<file path="src/rtl/qdr_pkg.sv">
package qdr_pkg;

  typedef enum logic [1:0] {
    ROUTE_SINGLE   = 2'd0,
    ROUTE_STACKED  = 2'd1,
    ROUTE_PARALLEL = 2'd2
  } route_mode_e;

  typedef struct packed {
    route_mode_e mode;
    logic        upper;
  } route_cfg_t;

  localparam route_cfg_t ROUTE_RESET = '{mode: ROUTE_SINGLE, upper: 1'b0};

  function automatic route_cfg_t decode_cfg(input logic two, input logic sep, input logic page);
    route_cfg_t r;
    r = ROUTE_RESET;
    if (two && sep) begin
      r.mode = ROUTE_PARALLEL;
    end else if (two) begin
      r.mode  = ROUTE_STACKED;
      r.upper = page;
    end
    return r;
  endfunction

endpackage

</file>
<file path="src/rtl/qdr_cfg_reg.sv">
module qdr_cfg_reg
  import qdr_pkg::*;
#(
  parameter int CFG_W    = 32,
  parameter int POS_TWO  = 30,
  parameter int POS_SEP  = 29,
  parameter int POS_PAGE = 28
) (
  input  logic             clk,
  input  logic             rst,
  input  logic             wr_en,
  input  logic [CFG_W-1:0] wr_data,
  input  logic             ctl_cs_n,
  output route_cfg_t       active
);

  logic two_q, sep_q, page_q;
  route_cfg_t pending;

  always_ff @(posedge clk) begin
    if (rst) begin
      two_q  <= 1'b0;
      sep_q  <= 1'b0;
      page_q <= 1'b0;
    end else if (wr_en) begin
      two_q  <= wr_data[POS_TWO];
      sep_q  <= wr_data[POS_SEP];
      page_q <= wr_data[POS_PAGE];
    end
  end

  always_comb pending = decode_cfg(two_q, sep_q, page_q);

  // Capture only between transactions
  always_ff @(posedge clk) begin
    if (rst)           active <= ROUTE_RESET;
    else if (ctl_cs_n) active <= pending;
  end

endmodule

</file>
<file path="src/rtl/qdr_select_gen.sv">
module qdr_select_gen
  import qdr_pkg::*;
(
  input  logic       clk,
  input  logic       rst,
  input  route_cfg_t active,
  input  logic       ctl_cs_n,
  input  logic       ctl_sck,
  output logic [1:0] dev_cs_n,
  output logic [1:0] dev_sck
);

  logic [1:0] cs_d, sck_d;

  always_comb begin
    cs_d  = 2'b11;
    sck_d = 2'b00;
    unique case (active.mode)
      ROUTE_PARALLEL: begin
        cs_d  = {2{ctl_cs_n}};
        sck_d = {2{ctl_sck}};
      end
      ROUTE_STACKED: begin
        sck_d[0] = ctl_sck;
        if (active.upper) cs_d[1] = ctl_cs_n;
        else              cs_d[0] = ctl_cs_n;
      end
      default: begin
        cs_d[0]  = ctl_cs_n;
        sck_d[0] = ctl_sck;
      end
    endcase
  end

  always_ff @(posedge clk) begin
    if (rst) begin
      dev_cs_n <= 2'b11;
      dev_sck  <= 2'b00;
    end else begin
      dev_cs_n <= cs_d;
      dev_sck  <= sck_d;
    end
  end

endmodule

</file>
<file path="src/rtl/qdr_lane_mux.sv">
module qdr_lane_mux
  import qdr_pkg::*;
#(
  parameter int LANES = 4
) (
  input  logic               clk,
  input  logic               rst,
  input  route_mode_e        mode,
  input  logic [2*LANES-1:0] ctl_dout,
  input  logic [2*LANES-1:0] ctl_oe,
  input  logic [2*LANES-1:0] dev_in,
  output logic [2*LANES-1:0] dev_out,
  output logic [2*LANES-1:0] dev_oe,
  output logic [2*LANES-1:0] ctl_din
);

  localparam int BUS_W = 2 * LANES;

  logic [BUS_W-1:0] par_out, par_oe, par_din;
  logic [BUS_W-1:0] out_d, oe_d, din_d;

  for (genvar k = 0; k < LANES; k++) begin : g_lane
    assign par_out[k]         = ctl_dout[2*k];
    assign par_out[LANES+k]   = ctl_dout[2*k+1];
    assign par_oe[k]          = ctl_oe[2*k];
    assign par_oe[LANES+k]    = ctl_oe[2*k+1];
    assign par_din[2*k]       = dev_in[k];
    assign par_din[2*k+1]     = dev_in[LANES+k];
  end

  always_comb begin
    if (mode == ROUTE_PARALLEL) begin
      out_d = par_out;
      oe_d  = par_oe;
      din_d = par_din;
    end else begin
      out_d = {{LANES{1'b0}}, ctl_dout[LANES-1:0]};
      oe_d  = {{LANES{1'b0}}, ctl_oe[LANES-1:0]};
      din_d = {{LANES{1'b0}}, dev_in[LANES-1:0]};
    end
  end

  always_ff @(posedge clk) begin
    if (rst) begin
      dev_out <= '0;
      dev_oe  <= '0;
      ctl_din <= '0;
    end else begin
      dev_out <= out_d;
      dev_oe  <= oe_d;
      ctl_din <= din_d;
    end
  end

endmodule

</file>
<file path="src/rtl/qspi_dual_router.sv">
module qspi_dual_router
  import qdr_pkg::*;
#(
  parameter int LANES    = 4,
  parameter int CFG_W    = 32,
  parameter int POS_TWO  = 30,
  parameter int POS_SEP  = 29,
  parameter int POS_PAGE = 28
) (
  input  logic               clk,
  input  logic               rst,
  input  logic               cfg_wr_en,
  input  logic [CFG_W-1:0]   cfg_wr_data,
  input  logic               ctl_cs_n,
  input  logic               ctl_sck,
  input  logic [2*LANES-1:0] ctl_dout,
  input  logic [2*LANES-1:0] ctl_oe,
  output logic [2*LANES-1:0] ctl_din,
  output logic [1:0]         dev_cs_n,
  output logic [1:0]         dev_sck,
  output logic [2*LANES-1:0] dev_io_out,
  output logic [2*LANES-1:0] dev_io_oe,
  input  logic [2*LANES-1:0] dev_io_in
);

  route_cfg_t active;

  qdr_cfg_reg #(
    .CFG_W(CFG_W), .POS_TWO(POS_TWO), .POS_SEP(POS_SEP), .POS_PAGE(POS_PAGE)
  ) u_cfg (
    .clk(clk), .rst(rst), .wr_en(cfg_wr_en), .wr_data(cfg_wr_data),
    .ctl_cs_n(ctl_cs_n), .active(active)
  );

  qdr_select_gen u_sel (
    .clk(clk), .rst(rst), .active(active), .ctl_cs_n(ctl_cs_n),
    .ctl_sck(ctl_sck), .dev_cs_n(dev_cs_n), .dev_sck(dev_sck)
  );

  qdr_lane_mux #(.LANES(LANES)) u_mux (
    .clk(clk), .rst(rst), .mode(active.mode), .ctl_dout(ctl_dout),
    .ctl_oe(ctl_oe), .dev_in(dev_io_in), .dev_out(dev_io_out),
    .dev_oe(dev_io_oe), .ctl_din(ctl_din)
  );

endmodule

</file>
<file path="config.mk">
export PLATFORM = sky130hd
export DESIGN_NAME = qspi_dual_router
export DESIGN_NICKNAME = d
export VERILOG_FILES = /design/src/rtl/qdr_pkg.sv /design/src/rtl/qdr_cfg_reg.sv /design/src/rtl/qdr_select_gen.sv /design/src/rtl/qdr_lane_mux.sv /design/src/rtl/qspi_dual_router.sv
export SDC_FILE = /design/constraint.sdc
export NUM_CORES = 1
export LEC_CHECK = 0
export ABC_CLOCK_PERIOD_IN_PS = 1400
export CAP_MARGIN = 20
export CORE_MARGIN = 4
export CORE_UTILIZATION = 33
export DETAILED_ROUTE_END_ITERATION = 7
export PLACE_DENSITY = 0.77
export REMOVE_ABC_BUFFERS = 1
export SLEW_MARGIN = 0
export SYNTH_ARGS = -nofsm -noshare
export SYNTH_HDL_FRONTEND = slang
export SYNTH_HIERARCHICAL = 1
export SYNTH_SLANG_ARGS = --single-unit
</file>
<file path="constraint.sdc">
create_clock -name clk -period 1.4 [get_ports clk]
set_input_delay 0.28 -clock clk [delete_from_list [all_inputs] [get_ports clk]]
set_output_delay 0.28 -clock clk [all_outputs]
set_load 0.02 [all_outputs]
</file>
==> impl_metrics.ini, run 1 <==
[status]
status = complete, no violations

[setup_path]
end_kind = output pin
worstPathCellList = dlygate4sd2_1
critPathBufInv = 1
cp.arrival_ps = 970
crit_type = flop to output pin
worstPathRequired_ps = 1120
critPathMaxStageDelay_ps = 330
critPathSlowestCell = dlygate4sd2_1
start_kind = flop
critPathTopFamily = buffers and inverters
crit_fanout = 1

[sta]
rsz0062_at_grt = no
hold_viol = 0
fin_ws_ps = 147.5
slew_headroom_pct = 76.50
final_max_slew_viol_count = 0
finalCritPeriodShare_pct = 89.47
tightest_slew_ps = 352.0
fin_crit_ps = 1253
max_freq_mhz = 798.4
fin_skew_ps = 9.692
setup_viol_count_final = 0
setup_tns_ps = 0

[layout]
layout_commonest_cell = dfxtp_1
syn_to_final_growth_pct = 60.00
fin_area_sq_mm = 0.001872
insertedDiodeCount = 0
layout.cells.non_filler = 220
fillers = 311
drive_above_1_share_pct = 8.621
most-common-layout-cells = dfxtp_1 (34), clkdlybuf4s50_1 (31), dlygate4sd2_1 (28)
fin_nets = 236

[place]
gp_congestion = 0.6485
io_buffer_count = 59
post_dp_cell_area_sq_mm = 0.001843
dp.cells = 212
dp_hpwl_um = 2033
pre_cts_slack_ps = -110.0

[clocking]
post_cts_resized = 28
cts_tree = built
clk_pin_slew_ps = 100
cts_max_path_buffers = 2
clock_latency_ps = 320
hold_buffers = 0
cts.sink_count = 34
htree_levels = 2
root_buffer = clkbuf_4
numCtsBuffers = 5
cts_setup_buffers = 0

[yosys]
synth_seq_cells = 34
synth_area_per_cell_sq_um = 11.25
yosys-top-cells-area = dfxtp_1 (58%), and2_1 (7.0%), nand2b_1 (7.0%)
yosys_warnings = 6
synth_area_leader_cell = dfxtp_1
yosysSeqAreaShare_pct = 58.18
netlist_area_sq_mm = 0.001170
ys_types = 23
synthCells = 104
synth_top_area_share_pct = 58.18

[global_route]
grt_pass1_vias = 1016
grt_first_pass_wirelength_um = 4057
grt_usage_pct = 11.94
grt_antenna_before_repair = 0
grt_max_degree = 15
grt-ovfl-total = 0

[floorplanning]
core_sq_mm = 0.003390
io_pins = 89
die-area_sq_mm = 0.004562
die_y_um = 67.54
floorplan.initialDensity_pct = 34.51
num_rows = 21
die_w_um = 67.54

[min_path]
hp-class = input pin to flop

[drt]
drtIter0Drc = 48
avgRoutedWirePerCell_um = 11.55
drt_pass1_iterations = 4
vias = 973
wirelength_um = 2540
postRouteAntennaNets = 0
vias_per_cell = 4.423
drc_errors = 0

[power]
vdd_ir_drop_max_v = 0.0003882
leakagePower_nw = 0.8440
p_per_area_mw_per_mm2 = 948.3

[flow_run]
cap_violations = 0
==> synth_stat cells <==
cell type	n
and2_1	13
clkbuf_2	1
nor2b_1	4
nand2b_1	13
buf_4	1
mux2i_1	6
nand4b_1	1
nand4bb_1	2
o22ai_1	1
a211o_1	1
or4bb_1	4
ha_1	2
o21ai_0	6
nand3_1	1
and2b_1	1
nand2_1	1
nor3b_2	1
nor2b_2	1
nor2_1	4
nand3b_1	1
inv_1	2
a21oi_1	3
dfxtp_1	34
==> cell type report <==
cell class | instances | area, sq um | area share (%)
flip-flops and latches | 34 | 680.7 | 36.36
repair buffers | 64 | 593.1 | 31.68
multi-input cells | 66 | 469.2 | 25.07
well taps | 46 | 57.56 | 3.075
clock buffers | 6 | 51.30 | 2.741
clock inverters | 2 | 12.51 | 0.6684
inverters | 2 | 7.507 | 0.4011
==> report_power, final <==
group	leakage (nW)	switching, mW	total, mW	internal (mW)
sequential	0.279	0.0113	1.01	0.997
clock	0.0343	0.313	0.555	0.241
combinational	0.531	0.0825	0.212	0.130
==> stage by stage <==
step | utilization, % | hold slack [ps] | total power [mW]
finish | 55.22 | 498.9 | 1.775
global route | 55.22 | 487.3 | 1.861
CTS | 55.22 | 479.4 | 1.807
detailed placement | 54.37 | 495.8 | 1.263
global placement | 54.37 | 480.2 | 1.259
floorplan | - | 349.1 | 1.102
==> flip-flops by register name, indices dropped and copies added, names as in the netlist <==
name,cells
u_cfg/two_q,1
u_cfg/page_q,1
u_sel/dev_cs_n,2
u_cfg/active,3
u_cfg/sep_q,1
u_sel/dev_sck,2
u_mux/dev_out,8
u_mux/ctl_din,8
u_mux/dev_oe,8
==> path summary, 6_finish.rpt <==
| check | endpoint | slack [ps] | startpoint | depth (start not counted) |
|---|---|---|---|---|
| worst min-delay path | u_mux/dev_oe[0] | 500 | ctl_oe[0] | 2 |
| worst max-delay path | dev_io_out[0] | 150 | u_mux/dev_out[0] | 1 |
| worst max register to register | u_sel/dev_cs_n[1] | 200 | u_cfg/active[1] | 4 |
| worst min register to register | u_cfg/active[2] | 510 | u_cfg/active[2] | 2 |
==> cells by family (layout without fill, tap and decap cells) <==
kind of cell,after synthesis,count (layout),synth area share (%)
simple gates,47,47,27.70
mux,6,6,5.134
fa+ha+maj,2,2,2.139
compound gates,11,11,5.134
buf+inv,4,74,1.711
flops,34,34,58.18
==> routing by layer <==
metal / up-vias / track usage, % / part of all wire [%]
met5: - / 0 / 0
met4: 0 / 6.076 / 1.7
li1: 488 / - / -
met2: 40 / 22.24 / 49
met1: 440 / 11.71 / 40
met3: 5 / 3.661 / 9.1
(Power assumes the default switching activity.)
==> inputs of run 2 (changes only) <==
--- a/config.mk
+++ b/config.mk
@@ -7,6 +7,7 @@
 export LEC_CHECK = 0
 export ABC_CLOCK_PERIOD_IN_PS = 1400
 export CAP_MARGIN = 20
+export CORE_ASPECT_RATIO = 0.8
 export CORE_MARGIN = 4
 export CORE_UTILIZATION = 33
 export DETAILED_ROUTE_END_ITERATION = 7
==> run 2 against run 1 <==
Sequential share of layout area down 0.27 points. First-iteration DRC count decreased by 42%. Critical path type is now input pin to flop. Non-clock buffer count did not move. Utilization fell by 0.14 points. Critical path depth rose by 3. Clock-buffer cell count is 1 higher. Largest power group unchanged.
==> impl_metrics.ini, run 2 (synthesis results as in run 1) <==
[status]
status = complete, no violations

[layout]
syn_to_final_growth_pct = 61.18
multi_input_area_sq_um = 475.5
most-common-layout-cells = dfxtp_1 (34), clkdlybuf4s50_1 (31), dlygate4sd2_1 (28)
seq_area_sq_um = 680.7
insertedDiodeCount = 0
drive_above_1_share_pct = 6.936
reg.largest.list = u_mux/ctl_din x8, u_mux/dev_oe x8, u_mux/dev_out x8
fin_nets = 236
layout_commonest_cell = dfxtp_1
fillers = 329

[clocking]
htree_levels = 2
clk_pin_slew_ps = 60
cts_tree = built
numCtsBuffers = 5
cts_max_path_buffers = 2
root_buffer = clkbuf_8
clock_latency_ps = 270
cts.sink_count = 34
hold_buffers = 0
cts_setup_buffers = 0

[global_route]
grt_usage_pct = 12.69
use_met1_pct = 14.53
met2_usage_pct = 20.03
use_met3_pct = 6.688
grt_antenna_before_repair = 0
grt-ovfl-total = 0
grt_pass1_vias = 946
busiest_layer = met2
grt_first_pass_wirelength_um = 4271
grt_max_degree = 13

[floorplanning]
floorplan.initialDensity_pct = 34.17
die-area_sq_mm = 0.004568
die_w_um = 74.57
core_sq_mm = 0.003423
num_rows = 19
io_pins = 89
die_y_um = 61.26

[place]
io_buffer_count = 59
gp_congestion = 0.6609
dp_hpwl_um = 2118

[setup_path]
cp.arrival_ps = 1430
critPathSlowestCell = or4bb_1
rr_worst_depth = 4
critPathMaxStageDelay_ps = 470
ff2ff_setup_slack_ps = 190
crit_type = input pin to flop
crit_fanout = 6
worstPathCellList = clkdlybuf4s50_1, buf_4, or4bb_1, o21ai_0
r2r-start = u_cfg/active[1]
start_kind = input pin
worstPathRequired_ps = 1590
r2r_end = u_sel/dev_cs_n[1]
end_kind = flop

[drt]
vias_per_cell = 4.419
wirelength_um = 2684
vias = 950
avgRoutedWirePerCell_um = 12.48
drc_errors = 0
drtIter0Drc = 28
postRouteAntennaNets = 0
drt_pass1_iterations = 2

[sta]
hold_viol = 0
setup_tns_ps = 0
max_freq_mhz = 810.3
finalCritPeriodShare_pct = 88.15
final_max_slew_viol_count = 0
tightest_slew_ps = 395.0
slew_headroom_pct = 73.63
rsz0062_at_grt = no
fin_crit_ps = 1234
fin_skew_ps = 3.147
setup_viol_count_final = 0

[power]
vdd_ir_drop_max_v = 0.0005952
p_per_area_mw_per_mm2 = 993.0
power.total_mw = 1.872
leakagePower_nw = 0.8460

[min_path]
hp-class = flop to flop
whs_path_depth = 2
min_from = u_cfg/active[0]
holdPathEnd = u_cfg/active[0]

[flow_run]
cap_violations = 0
## run 2: cell count changes in the layout (fill, tap and decap cells not counted)
| cell | before | now |
|---|---|---|
| nor3b_2 | 1 | 0 |
| clkbuf_1 | 0 | 2 |
| clkinv_2 | 1 | 0 |
| clkbuf_4 | 5 | 0 |
| nor3b_4 | 0 | 1 |
| clkbuf_8 | 1 | 5 |
| clkinvlp_4 | 1 | 0 |
## run 2: final cells by class
class,instances,area share (%)
Clock buffer,7,4.048
Inverter,2,0.3981
Multi-Input combinational cell,66,25.22
Sequential cell,34,36.10
Tap cell,42,2.787
Timing Repair Buffer,64,31.45
## run 2: critical path: cells and delay by family
kind	cells	cell delay, ps
and+or+nand+nor	1	470
AOI/OAI and AO/OA	1	100
buffers and inverters	2	580
## run 2: worst max-delay path by stage
stage | slack [ps] | endpoint | depth (start not counted) | startpoint
floorplan | 310 | u_sel/dev_cs_n[1] | 5 | u_cfg/active[2]
global placement | -240 | u_mux/ctl_din[7] | 4 | rst
detailed placement | -220 | u_mux/ctl_din[7] | 4 | rst
CTS | 70 | u_mux/ctl_din[7] | 4 | rst
global route | 50 | u_sel/dev_cs_n[1] | 4 | u_cfg/active[1]
finish | 170 | u_mux/dev_oe[2] | 4 | rst
## run 2: stage by stage
step	setup WS, ps	area [sq um]	utilization [%]	instances	hold slack, ps
2_1_floorplan	309.6	1157	-	102	349.1
3_3_place_gp	-242.9	1838	53.69	208	477.0
3_5_place_dp	-224.1	1838	53.69	208	487.7
4_1_cts	65.38	1879	54.90	215	498.7
5_1_grt	46.64	1886	55.08	215	520.0
6_report	165.8	1886	55.08	215	499.7
## run 2: layer usage
layer / share of wire (%) / wire length, um / vias up
met3: 13 / 344 / 3
li1: - / - / 486
met4: 0.86 / 23 / 0
met2: 46 / 1236 / 43
met5: 0 / 0 / -
met1: 40 / 1079 / 418
## run 2: repair_timing
| action | in CTS | in global routing |
|---|---|---|
| endpoints found under the setup margin | 28 | 5 |
| gates cloned | 0 | 0 |
| resized for setup | 28 | 1 |
## run 2: report_power, final
| part | internal [mW] | switching [mW] | total [mW] |
|---|---|---|---|
| sequential | 0.998 | 0.0130 | 1.01 |
| clock | 0.342 | 0.303 | 0.644 |
| combinational | 0.133 | 0.0834 | 0.217 |
